**src/rtl/exc_entry_pkg.sv**
```systemverilog
package exc_entry_pkg;
  localparam int XLEN       = 32;
  localparam int ASID_W     = 8;
  localparam int CODE_W     = 5;
  localparam int KIND_W     = 4;
  localparam int RES_W      = 2;
  localparam int CE_W       = 2;
  localparam int EBASE_LSB  = 10;
  localparam int PAIR_LSB   = 13;
  localparam int CTX_SHIFT  = 9;

  localparam logic [XLEN-1:0] BOOT_VEC   = 32'hBFC0_0000;
  localparam logic [XLEN-1:0] BEV_BASE   = 32'hBFC0_0200;
  localparam logic [XLEN-1:0] OFF_GEN    = 32'h0000_0180;
  localparam logic [XLEN-1:0] OFF_IRQV   = 32'h0000_0200;
  localparam logic [XLEN-1:0] OFF_REFILL = 32'h0000_0000;
  localparam logic [XLEN-1:0] CTX_FIELD  = 32'h007F_FFF0;
  localparam logic [XLEN-1:0] CTX_KEEP   = ~32'h007F_FFFF;
  localparam logic [XLEN-1:0] EBASE_KEEP = ~((XLEN'(1) << EBASE_LSB) - XLEN'(1));
  localparam logic [XLEN-1:0] INSN_BYTES = 32'd4;

  typedef enum logic [KIND_W-1:0] {
    K_XLAT = 4'd0, K_IBUS = 4'd1, K_DBUS = 4'd2, K_SYSCALL = 4'd3,
    K_BREAK = 4'd4, K_RSVD = 4'd5, K_COPUN = 4'd6, K_OVF = 4'd7,
    K_TRAP = 4'd8, K_FPE = 4'd9
  } sync_kind_e;
  localparam logic [KIND_W-1:0] KIND_LAST = 4'd9;

  typedef enum logic [RES_W-1:0] {
    XR_BADADDR = 2'd0, XR_NOMATCH = 2'd1, XR_INVALID = 2'd2, XR_DIRTY = 2'd3
  } xlat_res_e;

  localparam logic [CODE_W-1:0] CODE_IRQ = 5'd0;

  function automatic logic [CODE_W-1:0] sync_code(logic [KIND_W-1:0] kind,
                                                   logic [RES_W-1:0] res,
                                                   logic store);
    case (sync_kind_e'(kind))
      K_XLAT: begin
        case (xlat_res_e'(res))
          XR_BADADDR: return store ? 5'd5 : 5'd4;
          XR_DIRTY:   return 5'd1;
          default:    return store ? 5'd3 : 5'd2;
        endcase
      end
      K_IBUS:    return 5'd6;
      K_DBUS:    return 5'd7;
      K_SYSCALL: return 5'd8;
      K_BREAK:   return 5'd9;
      K_RSVD:    return 5'd10;
      K_COPUN:   return 5'd11;
      K_OVF:     return 5'd12;
      K_TRAP:    return 5'd13;
      K_FPE:     return 5'd15;
      default:   return 5'd0;
    endcase
  endfunction

  function automatic logic [XLEN-1:0] vec_base(logic bev, logic [XLEN-1:0] ebase);
    return bev ? BEV_BASE : (ebase & EBASE_KEEP);
  endfunction

  function automatic logic [XLEN-1:0] vec_offset(logic is_irq, logic iv,
                                                 logic refill, logic exl);
    if (is_irq) return iv ? OFF_IRQV : OFF_GEN;
    return (refill && !exl) ? OFF_REFILL : OFF_GEN;
  endfunction

  function automatic logic [XLEN-1:0] resume_pc(logic [XLEN-1:0] pc, logic in_delay);
    return in_delay ? (pc - INSN_BYTES) : pc;
  endfunction

  function automatic logic [XLEN-1:0] ctx_merge(logic [XLEN-1:0] ctx,
                                                logic [XLEN-1:0] addr);
    return (ctx & CTX_KEEP) | ((addr >> CTX_SHIFT) & CTX_FIELD);
  endfunction

  function automatic logic [XLEN-1:0] entryhi_merge(logic [ASID_W-1:0] asid,
                                                    logic [XLEN-1:0] addr);
    return {addr[XLEN-1:PAIR_LSB], {(PAIR_LSB-ASID_W){1'b0}}, asid};
  endfunction
endpackage

```
**src/rtl/exc_arbiter.sv**
```systemverilog
module exc_arbiter
  import exc_entry_pkg::*;
(
  input  logic              clk_i,
  input  logic              rst_ni,
  input  logic              valid_i,
  input  logic              srst_i,
  input  logic              nmi_i,
  input  logic              irq_i,
  input  logic              sync_i,
  input  logic [KIND_W-1:0] kind_i,
  output logic              g_srst_o,
  output logic              g_nmi_o,
  output logic              g_irq_o,
  output logic              g_sync_o
);
  logic       kind_ok;
  logic [3:0] grant;

  assign kind_ok  = (kind_i <= KIND_LAST);
  assign g_srst_o = valid_i && srst_i;
  assign g_nmi_o  = valid_i && nmi_i && !srst_i;
  assign g_irq_o  = valid_i && irq_i && !srst_i && !nmi_i;
  assign g_sync_o = valid_i && sync_i && kind_ok && !srst_i && !nmi_i && !irq_i;
  assign grant    = {g_sync_o, g_irq_o, g_nmi_o, g_srst_o};

  // at most one source wins
  a_r2_single_grant: assert property (@(posedge clk_i) disable iff (!rst_ni)
    $onehot0(grant));
  // a raised soft reset always wins over everything else
  a_r2_srst_wins: assert property (@(posedge clk_i) disable iff (!rst_ni)
    (valid_i && srst_i) |-> (grant == 4'b0001));
  // reserved kinds alone never produce a grant
  a_r11_reserved_kind: assert property (@(posedge clk_i) disable iff (!rst_ni)
    (sync_i && !kind_ok && !srst_i && !nmi_i && !irq_i) |-> (grant == 4'b0000));
endmodule

```
**src/rtl/exc_vector.sv**
```systemverilog
module exc_vector
  import exc_entry_pkg::*;
(
  input  logic            irq_i,
  input  logic            iv_i,
  input  logic            bev_i,
  input  logic            exl_i,
  input  logic            refill_i,
  input  logic [XLEN-1:0] ebase_i,
  output logic [XLEN-1:0] vec_o
);
  logic [XLEN-1:0] base, offs;

  assign base  = vec_base(bev_i, ebase_i);
  assign offs  = vec_offset(irq_i, iv_i, refill_i, exl_i);
  assign vec_o = base + offs;
endmodule

```
**src/rtl/exc_entry_unit.sv**
```systemverilog
module exc_entry_unit
  import exc_entry_pkg::*;
(
  input  logic              clk_i,
  input  logic              rst_ni,
  input  logic              req_valid_i,
  input  logic              req_srst_i,
  input  logic              req_nmi_i,
  input  logic              req_irq_i,
  input  logic              req_sync_i,
  input  logic [KIND_W-1:0] sync_kind_i,
  input  logic [RES_W-1:0]  xlat_res_i,
  input  logic              is_store_i,
  input  logic [XLEN-1:0]   fault_addr_i,
  input  logic [CE_W-1:0]   cop_num_i,
  input  logic [XLEN-1:0]   pc_i,
  input  logic              in_delay_i,
  input  logic              exl_i,
  input  logic              bev_i,
  input  logic              iv_i,
  input  logic [XLEN-1:0]   ebase_i,
  input  logic [XLEN-1:0]   context_i,
  input  logic [ASID_W-1:0] asid_i,
  output logic              taken_o,
  output logic [XLEN-1:0]   new_pc_o,
  output logic              epc_we_o,
  output logic [XLEN-1:0]   epc_o,
  output logic              bd_o,
  output logic              errepc_we_o,
  output logic [XLEN-1:0]   errepc_o,
  output logic              cause_we_o,
  output logic [CODE_W-1:0] exc_code_o,
  output logic              ce_we_o,
  output logic [CE_W-1:0]   ce_o,
  output logic              exl_set_o,
  output logic              erl_set_o,
  output logic              bev_set_o,
  output logic              sr_set_o,
  output logic              nmi_set_o,
  output logic              xlat_we_o,
  output logic [XLEN-1:0]   badvaddr_o,
  output logic [XLEN-1:0]   context_o,
  output logic [XLEN-1:0]   entryhi_o
);
  logic g_srst, g_nmi, g_irq, g_sync;
  logic take_boot, take_gen, is_xlat, is_copun, refill_hit;
  logic [CODE_W-1:0] gen_code;
  logic [XLEN-1:0]   gen_vec, ret_pc;

  exc_arbiter u_arb (
    .clk_i(clk_i), .rst_ni(rst_ni), .valid_i(req_valid_i),
    .srst_i(req_srst_i), .nmi_i(req_nmi_i), .irq_i(req_irq_i),
    .sync_i(req_sync_i), .kind_i(sync_kind_i),
    .g_srst_o(g_srst), .g_nmi_o(g_nmi), .g_irq_o(g_irq), .g_sync_o(g_sync)
  );

  // named internal events, used by the assertions below
  assign take_boot  = g_srst || g_nmi;
  assign take_gen   = g_irq || g_sync;
  assign is_xlat    = g_sync && (sync_kind_e'(sync_kind_i) == K_XLAT);
  assign is_copun   = g_sync && (sync_kind_e'(sync_kind_i) == K_COPUN);
  assign refill_hit = is_xlat && (xlat_res_e'(xlat_res_i) == XR_NOMATCH);
  assign gen_code   = g_irq ? CODE_IRQ : sync_code(sync_kind_i, xlat_res_i, is_store_i);
  assign ret_pc     = resume_pc(pc_i, in_delay_i);

  exc_vector u_vec (
    .irq_i(g_irq), .iv_i(iv_i), .bev_i(bev_i), .exl_i(exl_i),
    .refill_i(refill_hit), .ebase_i(ebase_i), .vec_o(gen_vec)
  );

  always_ff @(posedge clk_i) begin
    if (!rst_ni) begin
      taken_o <= 1'b0;  new_pc_o <= '0;  epc_we_o <= 1'b0;  epc_o <= '0;  bd_o <= 1'b0;
      errepc_we_o <= 1'b0;  errepc_o <= '0;  cause_we_o <= 1'b0;  exc_code_o <= '0;
      ce_we_o <= 1'b0;  ce_o <= '0;  exl_set_o <= 1'b0;  erl_set_o <= 1'b0;
      bev_set_o <= 1'b0;  sr_set_o <= 1'b0;  nmi_set_o <= 1'b0;  xlat_we_o <= 1'b0;
      badvaddr_o <= '0;  context_o <= '0;  entryhi_o <= '0;
    end else begin
      taken_o <= take_boot || take_gen;
      epc_we_o <= 1'b0;  errepc_we_o <= 1'b0;  cause_we_o <= 1'b0;  ce_we_o <= 1'b0;
      exl_set_o <= 1'b0;  erl_set_o <= 1'b0;  bev_set_o <= 1'b0;
      sr_set_o <= 1'b0;  nmi_set_o <= 1'b0;  xlat_we_o <= 1'b0;
      if (take_boot) begin
        new_pc_o    <= BOOT_VEC;
        errepc_we_o <= 1'b1;
        errepc_o    <= ret_pc;
        erl_set_o   <= 1'b1;
        bev_set_o   <= 1'b1;
        sr_set_o    <= g_srst;
        nmi_set_o   <= g_nmi;
      end else if (take_gen) begin
        new_pc_o   <= gen_vec;
        cause_we_o <= 1'b1;
        exc_code_o <= gen_code;
        if (!exl_i) begin
          epc_we_o  <= 1'b1;
          epc_o     <= ret_pc;
          bd_o      <= in_delay_i;
          exl_set_o <= 1'b1;
        end
        if (is_copun) begin
          ce_we_o <= 1'b1;
          ce_o    <= cop_num_i;
        end
        if (is_xlat) begin
          xlat_we_o  <= 1'b1;
          badvaddr_o <= fault_addr_i;
          context_o  <= ctx_merge(context_i, fault_addr_i);
          entryhi_o  <= entryhi_merge(asid_i, fault_addr_i);
        end
      end
    end
  end

  // EPC is written only for an exception raised with EXL clear
  a_r6_epc_only_exl_clear: assert property (@(posedge clk_i) disable iff (!rst_ni)
    epc_we_o |-> !$past(exl_i));
  // a delay-slot fault rewinds the saved PC to the branch
  a_r6_delay_rewind: assert property (@(posedge clk_i) disable iff (!rst_ni)
    (epc_we_o && bd_o) |-> (epc_o == $past(pc_i) - 32'd4));
  // with EXL set the saved return address holds
  a_r6_epc_holds: assert property (@(posedge clk_i) disable iff (!rst_ni)
    (taken_o && !epc_we_o) |-> $stable(epc_o));
  // reset/NMI entry goes to the boot vector and never writes the cause code
  a_r7_boot_entry: assert property (@(posedge clk_i) disable iff (!rst_ni)
    erl_set_o |-> (new_pc_o == BOOT_VEC && bev_set_o && errepc_we_o && !cause_we_o && !epc_we_o));
  // boot-vector base is used for general exceptions while BEV is set
  a_r3_bev_base: assert property (@(posedge clk_i) disable iff (!rst_ni)
    (cause_we_o && $past(bev_i)) |-> (new_pc_o[31:12] == 20'hBFC00));
  // entry-high keeps the ASID and the address bits of the faulting page pair
  a_r9_entryhi_capture: assert property (@(posedge clk_i) disable iff (!rst_ni)
    xlat_we_o |-> (entryhi_o[31:13] == badvaddr_o[31:13] && entryhi_o[7:0] == $past(asid_i)));
  // every entry is the result of a request on the previous edge
  a_r12_one_cycle: assert property (@(posedge clk_i) disable iff (!rst_ni)
    taken_o |-> $past(req_valid_i));
  // without a valid request nothing is taken on the next edge
  a_r11_idle_quiet: assert property (@(posedge clk_i) disable iff (!rst_ni)
    !req_valid_i |=> !taken_o);
endmodule

```
**config.mk**
```make
export PLATFORM = sky130hd
export DESIGN_NAME = exc_entry_unit
export DESIGN_NICKNAME = d
export VERILOG_FILES = /design/src/rtl/exc_entry_pkg.sv /design/src/rtl/exc_arbiter.sv /design/src/rtl/exc_vector.sv /design/src/rtl/exc_entry_unit.sv
export SDC_FILE = /design/constraint.sdc
export NUM_CORES = 1
export LEC_CHECK = 0
export BUFFER_PORTS_ARGS = -buffer_cell sky130_fd_sc_hd__buf_2
export CORE_AREA = 2 2 145 147
export CTS_CLUSTER_DIAMETER = 200
export CTS_CLUSTER_SIZE = 40
export DETAILED_ROUTE_END_ITERATION = 10
export DIE_AREA = 0 0 147 149
export GPL_ROUTABILITY_DRIVEN = 0
export PLACE_DENSITY = 0.65
export SKIP_LAST_GASP = 1
export SYNTH_ARGS = -nofsm -noshare
export SYNTH_HDL_FRONTEND = slang
export SYNTH_SLANG_ARGS = --single-unit
```
**constraint.sdc**
```tcl
create_clock -name clk_i -period 2.6 [get_ports clk_i]
set_clock_uncertainty 0.15 [all_clocks]
set_input_delay 0.52 -clock clk_i [delete_from_list [all_inputs] [get_ports clk_i]]
set_output_delay 0.52 -clock clk_i [all_outputs]
set_load 0.01 [all_outputs]
```
After elaboration in Yosys (flattened, before gate mapping). Index checks and enable logic that the tools add are counted.

Logic and storage cells: 88. Output and inout bits: 211. Flip-flop bits (word level): 203.

Bitwise operators: 5. Add/subtract/negate cells: 2. Reductions and logical operators: 32. Eq/ne operators: 11. Multiplexer cells: 19. Order comparisons: 1.

Operators by type and width (number): 2-to-1 mux 32 bit (6); one-hot mux 5 bit (10 select lines) (1); adder 32 bit (1); bitwise OR 32 x 23 -> 32 bit (1); subtractor 32 x 3 -> 32 bit (second input constant) (1); equality test 4 x 3 -> 1 bit (second input constant) (4); logical AND 1 bit (15); 2-to-1 mux 10 bit (1); 2-to-1 mux 9 bit (1); AND reduction 3 bit (3); equality test 4 x 2 -> 1 bit (second input constant) (2); equality test 4 bit (second input constant) (2); 2-to-1 mux 1 bit (8); one-hot mux 3 bit (2 select lines) (1); 2-to-1 mux 5 bit (1); equality test 4 x 1 -> 1 bit (second input constant) (1); less-or-equal comparator 4 bit (second input constant) (1); logical NOT 1 bit (4); logical NOT 4 bit (1); inverter 1 bit (4); AND reduction 2 bit (2); logical OR 1 bit (3); OR reduction 3 bit (1); equality test 2 x 1 -> 1 bit (second input constant) (1); 4 further kinds (4).

Longest topological paths before layout.
Word-level depth: 13. Depth in mapped cells: 9.

Modules after synthesis. From an unflattened synthesis, not the netlist that was laid out.

Cell total of the unflattened synthesis: 888. Area total of the unflattened synthesis: 7113.1 um2.

By module, submodules not included: exc_entry_unit (sequential area each 3203.1 um2, cells each 787, times used 1, area each 6485.0 um2); exc_vector (sequential area each 0.0 um2, cells each 95, times used 1, area each 575.6 um2); exc_arbiter (sequential area each 0.0 um2, cells each 6, times used 1, area each 52.6 um2).

Worst setup path after synthesis. OpenSTA, ideal clock, no wires.

Path kind: input to register. From: input req_srst_i. To: register new_pc_o[30]. Stages: 9. Setup slack: -130 ps. Buffers on the path: 1. Required time: 2317 ps. Setup time: 133 ps. Arrival: 2448 ps. Cell sequence: nor3b_2 > and3_1 > ha_1 > nand4_1 > or4_1 > buf_2 > nor4_2 > xnor2_1 > a21oi_1.

Cells in the longest elaborated chain, start to end: 10. Elaborated cells between the ends (all ways): 18. Those cells by class: add/sub (1); mux (3); reduce/logical (14).

RTL lines: from (decl) (line exc_entry_unit.sv:7) `input logic req_srst_i,`; logical NOT 1 bit (line exc_arbiter.sv:22, exc_arbiter.sv:23, exc_arbiter.sv:24); logical AND 1 bit (3 in series) (line exc_arbiter.sv:24) `assign g_sync_o = valid_i && sync_i && kind_ok && !srst_i && !nmi_i && !irq_i;`; logical AND 1 bit (line exc_entry_unit.sv:60) `assign is_xlat = g_sync && (sync_kind_e'(sync_kind_i) == K_XLAT);`; logical AND 1 bit (line exc_entry_unit.sv:62) `assign refill_hit = is_xlat && (xlat_res_e'(xlat_res_i) == XR_NOMATCH);`; logical AND 1 bit (line exc_entry_pkg.sv:66) `return (refill && !exl) ? OFF_REFILL : OFF_GEN;`; 2-to-1 mux 9 bit (line exc_entry_pkg.sv:66); 2-to-1 mux 32 bit (line exc_entry_pkg.sv:66); adder 32 bit (line exc_vector.sv:16) `assign vec_o = base + offs;`; to (signal assigned) (line exc_entry_unit.sv:92) `new_pc_o <= gen_vec;`; to (decl) (line exc_entry_unit.sv:25) `output logic [XLEN-1:0] new_pc_o,`.

Parallel ways exist; a longest one is shown, timed or not. A chain may end at the register's enable or synchronous reset.

Final worst setup path.
From: input req_srst_i. To: register new_pc_o[28].

Cells in the longest elaborated chain, start to end: 12. Elaborated cells between the ends (all ways): 20. Those cells by class: add/sub (1); mux (5); reduce/logical (14).

RTL lines: logical NOT 1 bit (line exc_arbiter.sv:22, exc_arbiter.sv:23, exc_arbiter.sv:24); logical AND 1 bit (3 in series) (line exc_arbiter.sv:24); logical AND 1 bit (line exc_entry_unit.sv:60); logical AND 1 bit (line exc_entry_unit.sv:62); logical AND 1 bit (line exc_entry_pkg.sv:66); 2-to-1 mux 9 bit (line exc_entry_pkg.sv:66); 2-to-1 mux 32 bit (line exc_entry_pkg.sv:66); adder 32 bit (line exc_vector.sv:16); 2-to-1 mux 32 bit (line exc_entry_unit.sv:91) `end else if (take_gen) begin`; 2-to-1 mux 32 bit (line exc_entry_unit.sv:83) `if (take_boot) begin`.

Parallel ways exist; a longest one is shown, timed or not. The select of a mux whose other input is x is not followed.

==> metrics.txt <==
hold_sp=fault_addr_i[14]; area of the multi-input gates=0.00307 mm^2; pwr dens=621 mW/mm^2; CP delay by family, top=simple AND/OR/NAND/NOR gates; Leakage=roughly 4 nW; min Tclk post-route=2.23 ns; cell area after layout=0.00895 mm^2; Clock Pin Slew Worst Setup and Hold Paths=0.06 ns; CTS sink cnt=152; placed insts=1344; top cell type's share of synthesized area=between 40% and 50%; number of remaining DRC errors=0; number of vias per cell=approximately 4.7; share of cells above drive strength 1=between 30% and 40%; Slew @ Worst Pin=0.535 ns; drt pass-1 iters=4; FF+latch area=~0.003 mm^2; I/O Pins=367; WHS Endpoint=badvaddr_o[14]$_SDFFE_PN0P_; R2R setup slack=1.75 ns; final count of pins violating max slew=0; ys async rst share=0%; Hold Violations, Final=0; die height=149 um; post-route worst setup slack=0.369 ns; Synth cell types=47; peak supply drop=0.374 mV; CP arrival=2.37 ns; worst-skew pair later-pin latency=roughly 0.40 ns; relative slew slack=64.3%; hold depth=3; PortBufs=approximately 320; Initial Util=between 30% and 40%; Core ar.=0.0206 mm^2; Crit Reg-Reg Endpoint=new_pc_o[8]$_SDFFE_PP0P_; CP max-delay cell=or4_1; initial antenna violation count=0; Synth Instances=around 810; Yosys reg bits=152; GRT Resource Usage Total=17.6%; wire length per cell=14.7 um; RSZ-0062 raised after global routing=false; CTS tree=done; hold-fix buffers at CTS=0; largest net degree at the start of global routing=83; largest cells by area after synthesis=dfxtp_1 46%, a21oi_1 8.9%, nand2_1 7.6%, buf_4 6.8%, o21ai_0 4.7%; Longest Clk Path Bufs=2; fin crit share=85.8%; WP depth=10; Startpoint Class=primary input; post-synthesis sequential area ratio=between 40% and 50%; EDFF count, synth=0; reg2reg start=new_pc_o[8]$_SDFFE_PP0P_; first-pass GRT wire length=30700 um; GR Overflow Total=0; Req. time, crit path=2.74 ns; crit path cell chain=buf_2, nor3b_4, and3_4, ha_1, nand4_1, or4_1, buf_4, nor3_2, xor2_1, a21oi_1; dpl ws=-0.0322 ns; Placed Area=0.00834 mm^2; CP max stage delay=0.44 ns; Filler cells=2118; H-tree levels=4; top cell type by total area after synthesis=dfxtp_1; yosys synthesis warning count=0; mapped cell area=0.00666 mm^2; detailed-route via count=around 6500; CTS buffer count=17; vias in the first global route=5899; crit end category=flip-flop; n_diodes=0; Finished Core Util=about 44%; kind of critical path=in -> reg; total wire length=20200 um; max-cap viol count=0; DR iter-0 viols=263; CP Max Fanout=8; dpl hpwl=~15000 um; # rows=53; clk root buf=clkbuf_16; CP Buf/Inv Count=2; worst min-delay path class=in -> reg; Avg Inst Size Synth=8.18 um^2; Peak Freq=0.448 GHz; setup bufs post-CTS=0; DIE AREA=about 0.022 mm^2; Top FF cell, synth=dfxtp_1; FF-to-FF path depth=2; antenna-violating nets left=0; Die W=147 um; post-cts resize count=0; status=completed; final cell count without fillers=~1400; Final setup viols=0; nets=around 1200; Area growth, synth to finish=34.4%
## routing by layer
| metal | vias to the layer above | part of all wire (%) | track usage [%] | routed length (um) |
|---|---|---|---|---|
| met5 | - | 0 | 0 | 0 |
| met1 | 2946 | 41 | 20.3 | 8260 |
| met4 | 0 | 2.1 | 5.58 | 427 |
| met2 | 232 | 49 | 31.0 | 9990 |
| li1 | 3257 | - | - | - |
| met3 | 24 | 7.5 | 5.81 | 1530 |
## cell usage in the layout (no fill, tap or decap), types with 4 or more instances in the layout
master	Yosys	layout
o21ai_0	62	62
a21oi_1	118	118
buf_2	3	316
clkbuf_16	0	17
nand2_1	135	135
buf_4	60	24
nor3_1	17	15
and3_1	6	4
nand2b_1	5	5
conb_1	1	17
xor2_1	20	20
ha_1	5	5
xnor2_1	26	26
nor2_1	59	58
dfxtp_1	152	152
inv_1	6	5
nand3_1	16	15
nor4_1	9	9
nor2b_1	4	4
a22oi_1	4	4
a211oi_1	15	15
or3_1	4	4
nand3b_1	4	4
nand4_1	5	5
clkinv_4	0	4
buf_12	0	5
## worst max path at each step
stage / from / to / slack [ns]
finish: req_srst_i / new_pc_o[28]$_SDFFE_PN0P_ / 0.37
global route: req_srst_i / new_pc_o[28]$_SDFFE_PN0P_ / 0.24
CTS: req_srst_i / new_pc_o[28]$_SDFFE_PN0P_ / 0.38
detailed placement: req_srst_i / new_pc_o[30]$_SDFFE_PP0P_ / -0.03
global placement: req_srst_i / new_pc_o[31]$_SDFFE_PN0P_ / -0.04
floorplan: req_srst_i / new_pc_o[31]$_SDFFE_PN0P_ / 0.1
## worst register-to-register path: cells and delay by family, from the launching register on
kind             cells  cell delay (ns)
DFF                  1             0.36
and+or+nand+nor      2             0.26
## flip-flops by register name (all words and copies together), names as in the netlist, 2 cells and up
signal and cells:
context_o 10, badvaddr_o 31, ce_o 2, new_pc_o 24
epc_o 32, errepc_o 32, entryhi_o 8, exc_code_o 4
## metrics by stage
stage | TNS, ns | power, mW | hold WS, ns
2_1_floorplan | 0 | 2.76 | 0.326
5_1_grt | 0 | 5.81 | 0.180
6_report | 0 | 5.56 | 0.194
3_5_place_dp | -0.0913 | 3.04 | 0.293
3_3_place_gp | -0.109 | 3.03 | 0.289
4_1_cts | 0 | 5.64 | 0.172
## final cells by class
class	instances	share of cell area (%)
Sequential cell	152	34.0
Multi-Input combinational cell	566	34.2
Clock inverter	10	1.62
Tap cell	275	3.84
Inverter	6	0.252
Timing Repair Buffer	345	20.8
Clock buffer	21	5.26
## Yosys cell counts, types with 3 or more instances
cell type and instances:
a211oi_1 15, a21oi_1 118, a22oi_1 4, and3_1 6, buf_2 3, buf_4 60, clkbuf_1 41, dfxtp_1 152
ha_1 5, inv_1 6, mux2i_1 3, nand2_1 135, nand2b_1 5, nand3_1 16, nand3b_1 4, nand4_1 5
nor2_1 59, nor2b_1 4, nor3_1 17, nor3b_1 3, nor4_1 9, o21ai_0 62, or3_1 4, or4_1 3
xnor2_1 26, xor2_1 20
## where the power goes
part | switching [mW] | total [mW] | internal [mW]
clock network | 0.990 | 2.58 | 1.59
logic | 0.324 | 0.550 | 0.226
registers | 0.0334 | 2.43 | 2.40
total | 1.35 | 5.56 | 4.21
## logic make-up after synthesis
| kind of cell | after synthesis | share of synthesized area, % |
|---|---|---|
| and+or+nand+nor | 287 | 20.3 |
| AOI/OAI and AO/OA | 208 | 16.8 |
| DFF | 152 | 45.7 |
| buffers and inverters | 112 | 9.75 |
| xor gates and xnor gates | 46 | 6.05 |
| adders and majority gates | 5 | 0.939 |
| muxes | 3 | 0.451 |
| other | 1 | 0.0563 |
Note: power is estimated with default switching activity, not from simulation.
